==> src/rtl/vseg_pkg.sv <==
package vseg_pkg;

  localparam int VA_W   = 64;
  localparam int A32_W  = 32;
  localparam int PA_W   = 32;
  localparam int SEG_W  = 3;
  localparam int SEG_N  = 1 << SEG_W;
  localparam int OFF_W  = A32_W - SEG_W;

  typedef enum logic [1:0] {
    RES_TLB    = 2'd0,
    RES_DIRECT = 2'd1,
    RES_ERROR  = 2'd2
  } vseg_res_e;

  typedef enum logic [1:0] {
    LVL_NONE = 2'd0,
    LVL_KERN = 2'd1,
    LVL_SUPV = 2'd2,
    LVL_USER = 2'd3
  } vseg_lvl_e;

  // sign-extend the low word of an address to the full width
  function automatic logic [VA_W-1:0] f_sext32(input logic [A32_W-1:0] lo);
    return {{(VA_W-A32_W){lo[A32_W-1]}}, lo};
  endfunction

  // unmapped physical address: drop the segment bits
  function automatic logic [PA_W-1:0] f_direct_pa(input logic [A32_W-1:0] lo);
    return {{(PA_W-OFF_W){1'b0}}, lo[OFF_W-1:0]};
  endfunction

  // 32-bit segment permission table per privilege level
  function automatic vseg_res_e f_perm32(input vseg_lvl_e lvl, input logic [SEG_W-1:0] seg);
    vseg_res_e r;
    r = RES_ERROR;
    case (lvl)
      LVL_KERN: r = (seg == 3'd4 || seg == 3'd5) ? RES_DIRECT : RES_TLB;
      LVL_SUPV: r = (seg <= 3'd3 || seg == 3'd6) ? RES_TLB : RES_ERROR;
      LVL_USER: r = (seg <= 3'd3) ? RES_TLB : RES_ERROR;
      default:  r = RES_ERROR;
    endcase
    return r;
  endfunction

  function automatic logic f_in(input logic [VA_W-1:0] v,
                                input logic [VA_W-1:0] lo,
                                input logic [VA_W-1:0] hi);
    return (v >= lo) && (v <= hi);
  endfunction

endpackage

==> src/rtl/vseg_lvl_sel.sv <==
module vseg_lvl_sel
  import vseg_pkg::*;
(
  input  logic      kern_i,
  input  logic      supv_i,
  input  logic      user_i,
  output vseg_lvl_e lvl_o
);
  always_comb begin
    if (kern_i)      lvl_o = LVL_KERN;
    else if (supv_i) lvl_o = LVL_SUPV;
    else if (user_i) lvl_o = LVL_USER;
    else             lvl_o = LVL_NONE;
  end
endmodule

==> src/rtl/vseg_map32.sv <==
module vseg_map32
  import vseg_pkg::*;
(
  input  logic [A32_W-1:0] va_i,
  input  vseg_lvl_e        lvl_i,
  output vseg_res_e        res_o,
  output logic [PA_W-1:0]  pa_o,
  output logic [VA_W-1:0]  tlb_o
);
  logic [SEG_W-1:0] seg;
  vseg_res_e        seg_res [SEG_N];

  assign seg = va_i[A32_W-1 -: SEG_W];

  for (genvar g = 0; g < SEG_N; g++) begin : g_seg
    assign seg_res[g] = f_perm32(lvl_i, SEG_W'(g));
  end

  assign res_o = seg_res[seg];
  assign pa_o  = (res_o == RES_DIRECT) ? f_direct_pa(va_i) : '0;
  assign tlb_o = (res_o == RES_TLB)    ? f_sext32(va_i)    : '0;
endmodule

==> src/rtl/vseg_map64.sv <==
module vseg_map64
  import vseg_pkg::*;
#(
  parameter int REGION_BITS = 40
) (
  input  logic [VA_W-1:0] va_i,
  input  vseg_lvl_e       lvl_i,
  input  vseg_res_e       c32_res_i,
  input  logic [PA_W-1:0] c32_pa_i,
  output vseg_res_e       res_o,
  output logic [PA_W-1:0] pa_o,
  output logic [VA_W-1:0] tlb_o
);
  localparam logic [VA_W-1:0] SPAN    = VA_W'(1) << REGION_BITS;
  localparam logic [VA_W-1:0] XU_LO   = '0;
  localparam logic [VA_W-1:0] XU_HI   = SPAN - 1;
  localparam logic [VA_W-1:0] XS_LO   = 64'h4000_0000_0000_0000;
  localparam logic [VA_W-1:0] XS_HI   = XS_LO + SPAN - 1;
  localparam logic [VA_W-1:0] XK_LO   = 64'hC000_0000_0000_0000;
  localparam logic [VA_W-1:0] XK_HI   = XK_LO + SPAN - 1 - 64'h8000_0000;
  localparam logic [VA_W-1:0] CMP_LO  = 64'hFFFF_FFFF_8000_0000;
  localparam logic [VA_W-1:0] SWIN_LO = 64'hFFFF_FFFF_C000_0000;
  localparam logic [VA_W-1:0] SWIN_HI = 64'hFFFF_FFFF_DFFF_FFFF;

  logic hit_xu, hit_xs, hit_xk, hit_cmp, hit_swin;

  assign hit_xu   = f_in(va_i, XU_LO, XU_HI);
  assign hit_xs   = f_in(va_i, XS_LO, XS_HI);
  assign hit_xk   = f_in(va_i, XK_LO, XK_HI);
  assign hit_cmp  = (va_i >= CMP_LO);
  assign hit_swin = f_in(va_i, SWIN_LO, SWIN_HI);

  always_comb begin
    res_o = RES_ERROR;
    pa_o  = '0;
    case (lvl_i)
      LVL_USER: res_o = hit_xu ? RES_TLB : RES_ERROR;
      LVL_SUPV: res_o = (hit_xu || hit_xs || hit_swin) ? RES_TLB : RES_ERROR;
      LVL_KERN: begin
        if (hit_xu || hit_xs || hit_xk) begin
          res_o = RES_TLB;
        end else if (hit_cmp) begin
          res_o = c32_res_i;
          pa_o  = c32_pa_i;
        end
      end
      default: res_o = RES_ERROR;
    endcase
  end

  assign tlb_o = (res_o == RES_TLB) ? va_i : '0;
endmodule

==> src/rtl/vseg_decode.sv <==
module vseg_decode
  import vseg_pkg::*;
#(
  parameter int REGION_BITS = 40
) (
  input  logic [63:0] va_i,
  input  logic        kern_i,
  input  logic        supv_i,
  input  logic        user_i,
  input  logic        wide_i,
  output logic [1:0]  res_o,
  output logic [31:0] pa_o,
  output logic [63:0] tlb_va_o
);
  vseg_lvl_e        lvl_w;
  vseg_res_e        r32_w, r64_w;
  logic [PA_W-1:0]  pa32_w, pa64_w;
  logic [VA_W-1:0]  tlb32_w, tlb64_w;

  vseg_lvl_sel u_lvl (
    .kern_i (kern_i),
    .supv_i (supv_i),
    .user_i (user_i),
    .lvl_o  (lvl_w)
  );

  vseg_map32 u_m32 (
    .va_i  (va_i[A32_W-1:0]),
    .lvl_i (lvl_w),
    .res_o (r32_w),
    .pa_o  (pa32_w),
    .tlb_o (tlb32_w)
  );

  vseg_map64 #(.REGION_BITS(REGION_BITS)) u_m64 (
    .va_i      (va_i),
    .lvl_i     (lvl_w),
    .c32_res_i (r32_w),
    .c32_pa_i  (pa32_w),
    .res_o     (r64_w),
    .pa_o      (pa64_w),
    .tlb_o     (tlb64_w)
  );

  assign res_o    = wide_i ? r64_w   : r32_w;
  assign pa_o     = wide_i ? pa64_w  : pa32_w;
  assign tlb_va_o = wide_i ? tlb64_w : tlb32_w;
endmodule

==> config.mk <==
export PLATFORM = sky130hd
export DESIGN_NAME = vseg_decode
export DESIGN_NICKNAME = d
export VERILOG_FILES = /design/src/rtl/vseg_pkg.sv /design/src/rtl/vseg_lvl_sel.sv /design/src/rtl/vseg_map32.sv /design/src/rtl/vseg_map64.sv /design/src/rtl/vseg_decode.sv
export SDC_FILE = /design/constraint.sdc
export NUM_CORES = 1
export LEC_CHECK = 0
export BUFFER_PORTS_ARGS = -buffer_cell sky130_fd_sc_hd__buf_2
export CORE_AREA = 2 2 65 67
export DETAILED_ROUTE_END_ITERATION = 12
export DIE_AREA = 0 0 67 69
export GPL_TIMING_DRIVEN = 0
export PLACE_DENSITY = 0.79
export SYNTH_ARGS = -nofsm -noshare
export SYNTH_HDL_FRONTEND = slang
export SYNTH_SLANG_ARGS = --single-unit
export TNS_END_PERCENT = 1
==> constraint.sdc <==
create_clock -name vclk -period 6.68
set_clock_uncertainty 0.1 [all_clocks]
set_input_delay 1.336 -clock vclk [all_inputs]
set_output_delay 1.336 -clock vclk [all_outputs]
set_load 0.005 [all_outputs]
# After elaboration in Yosys (flattened, before gate mapping)
# Index checks and enable logic that the tools add are counted.
# classes
mux	24
order_cmp	10
bitwise_logic	1
eq_ne	4
n_reduce_logical	11
# op_table
operator	n
$ge 64x64->1 const B	3
$mux 64	3
$le 64x64->1 const B	2
$mux 32	3
$ge 64x1->1 const B	1
$ge 64x63->1 const B	1
$le 64x40->1 const B	1
$le 64x63->1 const B	1
$mux 29	2
$mux 2	14
$bmux 2 s3	1
$pmux 2 s3	1
$eq 2x1->1 const B	2
$eq 2x2->1 const B	2
$ge 4x4->1 const B	1
$logic_and 1x1->1	4
$logic_not 2->1	2
$not 3->4	1
$logic_or 1x1->1	3
$reduce_or 3->1	1
$reduce_or 2->1	1
# totals
ff_bits	0
inputBits	68
output_inout_bits	98
word_cells	50

# Logic depth before layout (Yosys ltp)
# Gate-level depths: netlist (run 1).
# logic_depth
ltp_word	15
mapped_depth	11
depth_no_buf	10

# Hierarchy
# From an unflattened synthesis (run 1), not the netlist that was laid out.
# hier_totals
hier_cells	430
hier_area_um2	3513.4
# by_module_without_submodules
mod	area_per_inst_um2	cells_per_inst	seq_area_each_um2	instances
vseg_decode	1258.7	109	0.0	1
vseg_map64	1128.6	159	0.0	1
vseg_map32	1107.3	158	0.0	1
vseg_lvl_sel	18.8	4	0.0	1

# Least setup slack after synthesis (run 1)
# OpenSTA, ideal clock, no wires.
# synth_timing
path_type	input port to output port
startpoint	in user_i
endpoint	out tlb_va_o[10]
path_buffers	1
cell_stages	10
required_ns	5.244
t_arrival_ns	3.201
path_slack_ns	2.043
cell_sequence	nor2_1 or2_2 ha_1 nand2b_1 or3_1 o32ai_2 o211ai_2 o21ai_4 buf_6 and2_1
# synth_via
elab_chain_len	15
elab_cells_between_ends	23
cone_classes	eq/ne (3); mux (16); reduce/logical (4)
# synth_rtl
element	line	source
start: declaration	vseg_decode.sv:9	input logic user_i,
$mux 2 *	vseg_lvl_sel.sv:12	else if (user_i) lvl_o = LVL_USER;
$mux 2 *	vseg_lvl_sel.sv:11	else if (supv_i) lvl_o = LVL_SUPV;
$mux 2 *	vseg_lvl_sel.sv:10	if (kern_i) lvl_o = LVL_KERN;
$eq 2x2->1 / $eq 2x1->1 (equally long branches)	vseg_pkg.sv:37, vseg_map64.sv:36	
$reduce_or 3->1 (no line) / $reduce_or 2->1 (equally long branches)	--	
$mux 2	vseg_pkg.sv:37	case (lvl)
$bmux 2 s3	vseg_map32.sv:19	assign res_o = seg_res[seg];
$mux 2 (not written as such) (2 in a row)	vseg_map32.sv:19	
$mux 2	vseg_map64.sv:42	end else if (hit_cmp) begin
$mux 2	vseg_map64.sv:40	if (hit_xu || hit_xs || hit_xk) begin
$pmux 2 s3	vseg_map64.sv:36	case (lvl_i)
$logic_not 2->1	vseg_map64.sv:51	assign tlb_o = (res_o == RES_TLB) ? va_i : '0;
$mux 64	vseg_map64.sv:51	
$mux 64 *	vseg_decode.sv:47	assign tlb_va_o = wide_i ? tlb64_w : tlb32_w;
end: declaration	vseg_decode.sv:13	output logic [63:0] tlb_va_o
# Every way passes the cells marked *; elsewhere a longest branch is shown, timed or not. The select of a mux whose other input is x is not followed.

# Worst setup path in the final report (run 1)
# layout_timing
startpoint	in kern_i
endpoint	out tlb_va_o[39]
# layout_via
elab_chain_len	13
elab_cells_between_ends	21
cone_classes	eq/ne (3); mux (14); reduce/logical (4)
# layout_rtl
element	line	source
start: declaration	vseg_decode.sv:7	input logic kern_i,
$mux 2 *	vseg_lvl_sel.sv:10	
$eq 2x2->1 / $eq 2x1->1 (equally long branches)	vseg_pkg.sv:37, vseg_map64.sv:36	
$reduce_or 3->1 (no line) / $reduce_or 2->1 (equally long branches)	--	
$mux 2	vseg_pkg.sv:37	
$bmux 2 s3	vseg_map32.sv:19	
$mux 2 (not written as such) (2 in a row)	vseg_map32.sv:19	
$mux 2	vseg_map64.sv:42	
$mux 2	vseg_map64.sv:40	
$pmux 2 s3	vseg_map64.sv:36	
$logic_not 2->1	vseg_map64.sv:51	
$mux 64	vseg_map64.sv:51	
$mux 64 *	vseg_decode.sv:47	
# Marked as above.

==> summary.md, run 1 <==
| Metric | Value |
|---|---|
| Via count | `1788` |
| Crit path max fanout | `10` |
| Area grow syn2layout | `78.1%` |
| Routed length per instance | `11.9 um` |
| FFs & Latches | `0` |
| Count leader, synth | `and2_1` |
| Final Hold Fails | `0` |
| CP startpoint | `kern_i` |
| Startpoint types | `input pin` |
| Drt first pass iters | `4` |
| Cell Rows | `23` |
| # fillers | `about 380` |
| Yosys warns | `0` |
| Largest net degree at the start of global routing | `11` |
| Setup Fix Bufs, Post-CTS | `0` |
| Leading post-synthesis cells by cell area | `and2_1 (33%), a21o_1 (22%), nand4_1 (5.0%), ha_1 (4.4%), buf_4 (4.0%)` |
| Critical path data arrival time | `3.66 ns` |
| Share of post-route cells with drive strength above 1 | `55.6%` |
| Clkbuf count | `0` |
| Design Power | `around 0.13 mW` |
| Buffers on Ports | `between 150 and 200` |
| Area after DPL | `0.00202 mm2` |
| Synth cell types | `35` |
| Post-synthesis sequential area ratio | `0%` |
| Max-cap viol count | `0` |
| Vias in the first global route | `between 1500 and 2000` |
| Setup TNS | `0 ns` |
| # DRC | `0` |
| Core area | `0.00391 mm2` |
| Hold_buf cts | `0` |
| Pleak | `1.45 nW` |
| Pwr Density | `around 67 mW/mm2` |
| Peak VDD IR | `0.0291 mV` |
| DR iter-0 viols | `between 40 and 50` |
| Final ANT Viol Nets | `0` |
| Post-layout min period | `5.10 ns` |
| Cell area after synthesis | `0.00113 mm2` |
| Hold Path Class | `input pin to primary output` |
| Multi-input gate area in the final layout | `between 0.001 and 0.0015 mm2` |
| Worst path max stage delay | `0.35 ns` |
| IO Count | `~170` |
| Die X | `between 60 and 70 um` |
| CP Capture Point | `tlb_va_o[39]` |
| Via/cell ratio | `4.69` |
| Mean Syn Cell Area | `around 6.8 um2` |
| Initial antenna violation count | `0` |
| Commonest cells post-synth | `and2_1 (60), a21o_1 (33), nand4_1 (9)` |
| Post-Synthesis Cells | `166` |
| Util after Layout | `between 50% and 60%` |
| Sequential Area | `0 um2` |
| Outcome | `complete, no violations` |
| Fmax | `0.196 GHz` |
| Crit-path slowest cell | `a211oi_1` |
| Antenna cells | `0` |
| Cell taking the most area after synthesis | `and2_1` |
| RSZ-0062 raised after global routing | `no` |
| Crit share post-route | `roughly three quarters` |
| Die area | `0.00462 mm2` |
| Fin. max-slew vios | `0` |
| CP Capture Type | `primary output` |
| Final Instance Area | `about 0.0020 mm2` |
| Hold slack | `2.85 ns` |
| Critical-path cell list | `buf_2 -> or2_2 -> ha_1 -> nor3b_1 -> a211oi_1 -> a211oi_1 -> nand2_1 -> nor2_1 -> buf_2 -> a21o_1 -> buf_2` |
| WP data required | `5.24 ns` |
| Height of the die | `69 um` |
| WS Path Type | `input pin to primary output` |
| Post-CTS sizing | `0` |
| Post-synth top area share | `around a third` |
| Worst path most repeated cell | `buf_2` |
| GRT overflow | `0` |
| Total wire length | `4520 um` |
| Final GP Congestion | `0.885` |
| Gr usage total | `18.7%` |
| Nets | `just over 400` |
| First-pass GRT wire length | `7260 um` |
| Final setup viols | `0` |
| HPWL after DPL | `3980 um` |
| Effective utilization at floorplan | `29.0%` |
## how the worst min path moves through the flow
stage / start / cells after the start / endpoint
after floorplan: wide_i / 1 / res_o[0]
after global placement: va_i[4] / 3 / pa_o[4]
after detailed placement: va_i[34] / 3 / tlb_va_o[34]
after CTS: va_i[24] / 3 / tlb_va_o[24]
after global routing: va_i[3] / 3 / tlb_va_o[3]
final: va_i[24] / 3 / tlb_va_o[24]
## power breakdown
group	internal, mW	switching, mW	leakage [nW]
clock	0	0	0
combinational	0.0731	0.0617	1.45
sequential	0	0	0
total	0.0731	0.0617	1.45
## cell usage in the layout (no fill, tap or decap), drive strengths merged, types with 2 or more instances in the layout
| master | netlist | final |
|---|---|---|
| a21o | 33 | 33 |
| nand2b | 2 | 2 |
| nand2 | 3 | 3 |
| ha | 4 | 4 |
| inv | 4 | 4 |
| and2 | 60 | 60 |
| or2 | 2 | 2 |
| o31ai | 2 | 2 |
| nor4 | 6 | 6 |
| nand3 | 2 | 2 |
| o21ai | 2 | 2 |
| nand4 | 9 | 9 |
| conb | 1 | 3 |
| nor2 | 7 | 7 |
| buf | 12 | 175 |
| a211oi | 2 | 2 |
| clkbuf | 3 | 3 |
## logic make-up after synthesis
logic type      count (synthesis)  share of synthesized area (%)
other cells                     1                          0.330
simple gates                   97                           52.9
compound gates                 45                           31.6
fa+ha+maj                       4                           4.41
buf+inv                        19                           10.7
## per-stage QoR
step / setup slack, ns / cells
5_1_grt: 1.38 / 381
3_3_place_gp: 1.66 / 381
3_5_place_dp: 1.62 / 381
4_1_cts: 1.61 / 381
6_report: 1.58 / 381
2_1_floorplan: 2.04 / 168
## area by class of cell
class	count	area share [%]
multi-input combinational	149	50.5
inverter	4	0.743
timing repair buffer	163	40.4
buffer	15	5.26
tap	50	3.10
## layer usage
metal	share of wire (%)	routed length (um)	global-route usage (%)
met3	4.8	215	0.979
met1	41	1870	23.0
met4	0.42	19	0.907
met5	0	0	0
met2	53	2410	36.1
## worst max-delay path: cells and delay by family
kind / cells / cell delay [ns]
adders and majority gates: 1 / 0.27
AOI/OAI and AO/OA: 3 / 0.55
buffers and inverters: 3 / 0.49
and+or+nand+nor: 4 / 1.01
(Power assumes the default switching activity.)
==> run 2, diff against run 1 <==
--- a/config.mk
+++ b/config.mk
@@ -6,11 +6,12 @@
 export NUM_CORES = 1
 export LEC_CHECK = 0
 export BUFFER_PORTS_ARGS = -buffer_cell sky130_fd_sc_hd__buf_2
-export CORE_AREA = 2 2 65 67
+export CORE_ASPECT_RATIO = 0.75
+export CORE_MARGIN = 1
+export CORE_UTILIZATION = 32
 export DETAILED_ROUTE_END_ITERATION = 12
-export DIE_AREA = 0 0 67 69
 export GPL_TIMING_DRIVEN = 0
-export PLACE_DENSITY = 0.79
+export PLACE_DENSITY = 0.86
 export SYNTH_ARGS = -nofsm -noshare
 export SYNTH_HDL_FRONTEND = slang
 export SYNTH_SLANG_ARGS = --single-unit
==> constraint.sdc (replaced) <==
create_clock -name vclk -period 5
set_clock_uncertainty 0.1 [all_clocks]
set_input_delay 1 -clock vclk [all_inputs]
set_output_delay 1 -clock vclk [all_outputs]
set_load 0.005 [all_outputs]
==> summary.md, run 2 (synthesized netlist as in run 1, its figures left out) <==
| Metric | Value |
|---|---|
| Outcome | `complete, but fails checks` |
| Violated checks | `design-rule violations` |
| Commonest non-fill, non-tap cells in the layout | `buf_2 (166), and2_1 (60), a21o_1 (33)` |
| Antenna cells | `0 (unchanged)` |
| Final Hold Fails | `0 (unchanged)` |
| Sequential Area | `0 um2 (unchanged)` |
| Peak VDD IR | `0.0440 mV (+51%)` |
| Max-cap viol count | `0 (unchanged)` |
| Critical path data arrival time | `3.42 ns (-0.24 ns)` |
| Cell Rows | `18 (-22%)` |
| # DRC | `18 (+18)` |
| Area grow syn2layout | `77.0%` |
| CP Capture Type | `primary output` |
| Critical-path cell list | `buf_2 -> or2_2 -> ha_1 -> nor3b_1 -> a211oi_1 -> a211oi_1 -> nand2_1 -> nor2_1 -> buf_2 -> a21o_1 -> buf_2` |
| Core area | `0.00333 mm2 (-15%)` |
| Fmax | `0.221 GHz` |
| Setup Fix Bufs, Post-CTS | `0 (unchanged)` |
| Worst Hold End | `pa_o[20]` |
| Largest net degree at the start of global routing | `11 (unchanged)` |
| Fin cells | `371 (-2.6%)` |
| Effective utilization at floorplan | `34.0% (+5.1 points)` |
| Util after Layout | `60.2% (+8.6 points)` |
| Initial antenna violation count | `0 (unchanged)` |
| Total wire length | `4500 um (-0.40%)` |
| Die X | `70.8 um (+5.6%)` |
| Clkbuf count | `0 (unchanged)` |
| RSZ-0062 raised after global routing | `no` |
| Post-CTS sizing | `0 (unchanged)` |
| Via/cell ratio | `4.83 (+2.9%)` |
| Setup TNS | `0 ns (unchanged)` |
| GRT overflow | `0 (unchanged)` |
| Worst path bufs/invs | `3 (unchanged)` |
| Worst path max stage delay | `0.40 ns (+0.05 ns)` |
| Final ANT Viol Nets | `0 (unchanged)` |
| WP data required | `3.90 ns (-1.34 ns)` |
| Drt first pass iters | `8 (+4)` |
| Hold depth | `3 (unchanged)` |
| Gr usage total | `20.7% (+2.0 points)` |
| Via count | `1792 (+0.22%)` |
| Final setup viols | `0 (unchanged)` |
| Share of post-route cells with drive strength above 1 | `55.6% (unchanged)` |
| Height of the die | `53.6 um (-22%)` |
| Placed Instances | `371 (-2.6%)` |
| IO Count | `166 (unchanged)` |
| HPWL after DPL | `3920 um (-1.5%)` |
| Crit-path slowest cell | `a211oi_1` |
| Startpoint types | `input pin` |
| Pwr Density | `90.6 mW/mm2 (+36%)` |
| Buffers on Ports | `163 (unchanged)` |
| Final Instance Area | `0.00201 mm2 (-0.62%)` |
| WS Path Type | `input pin to primary output` |
| Die area | `0.00379 mm2 (-18%)` |
| Hold Path Class | `input pin to primary output` |
| Vias in the first global route | `1413 (-11%)` |
| Pleak | `1.45 nW (unchanged)` |
| CP top delay family | `simple AND/OR/NAND/NOR gates` |
| Hold_sp | `va_i[20]` |
| Fin. max-slew vios | `0 (unchanged)` |
| Nets | `405 (unchanged)` |
| Hold slack | `2.18 ns (-0.672 ns)` |
| Post-layout min period | `4.52 ns` |
| DR iter-0 viols | `99 (+120%)` |
| First-pass GRT wire length | `6510 um (-10%)` |
| Most common cell after layout, fill and taps aside | `buf_2` |
| Final GP Congestion | `0.976 (+10%)` |
| Crit path max fanout | `10 (unchanged)` |
| FFs & Latches | `0 (unchanged)` |
| Hold_buf cts | `0 (unchanged)` |
| Crit share post-route | `90.4%` |
| Routed length per instance | `12.1 um (+2.3%)` |
| Area after DPL | `0.00201 mm2 (-0.62%)` |
| Worst path most repeated cell | `buf_2` |
## run 2: cell counts in the layout (fill, tap and decap cells not counted)
No cell type changed its count.
## run 2: worst max path at each step
stage,to,startpoint,depth (start not counted)
after floorplan,tlb_va_o[10],user_i,10
after global placement,tlb_va_o[38],kern_i,11
after detailed placement,tlb_va_o[46],kern_i,11
after CTS,tlb_va_o[46],kern_i,11
after global routing,tlb_va_o[36],user_i,12
final,tlb_va_o[39],kern_i,11
## run 2: cell type report
| cell class | count | area [um2] |
|---|---|---|
| inverters | 4 | 15.0 |
| repair buffers | 163 | 816 |
| well taps | 40 | 50.0 |
| multi-input cells | 149 | 1020 |
| fillers | 325 | 1330 |
| plain buffers | 15 | 106 |
## run 2: worst min-delay path, delay by kind of cell
family,cells,cell delay [ns]
buffers and inverters,2,0.18
AND/OR/NAND/NOR,1,0.10
## run 2: power by group
group          switching (mW)  internal (mW)  leakage (nW)
Sequential                  0              0             0
Combinational          0.0843         0.0977          1.45
Clock                       0              0             0
## run 2: metal layers
metal  global-route usage (%)  share of wire, %
met1                     28.1                44
met2                     38.9                50
met3                    0.936               5.6
met4                    0.667                 0
met5                        0                 0
## run 2: stage by stage
| stage | setup slack (ns) | total power [mW] |
|---|---|---|
| 6_report | 0.480 | 0.182 |
| 5_1_grt | 0.247 | 0.202 |
| 3_5_place_dp | 0.504 | 0.182 |
| 4_1_cts | 0.489 | 0.183 |
| 2_1_floorplan | 1.03 | 0.0891 |
| 3_3_place_gp | 0.579 | 0.177 |
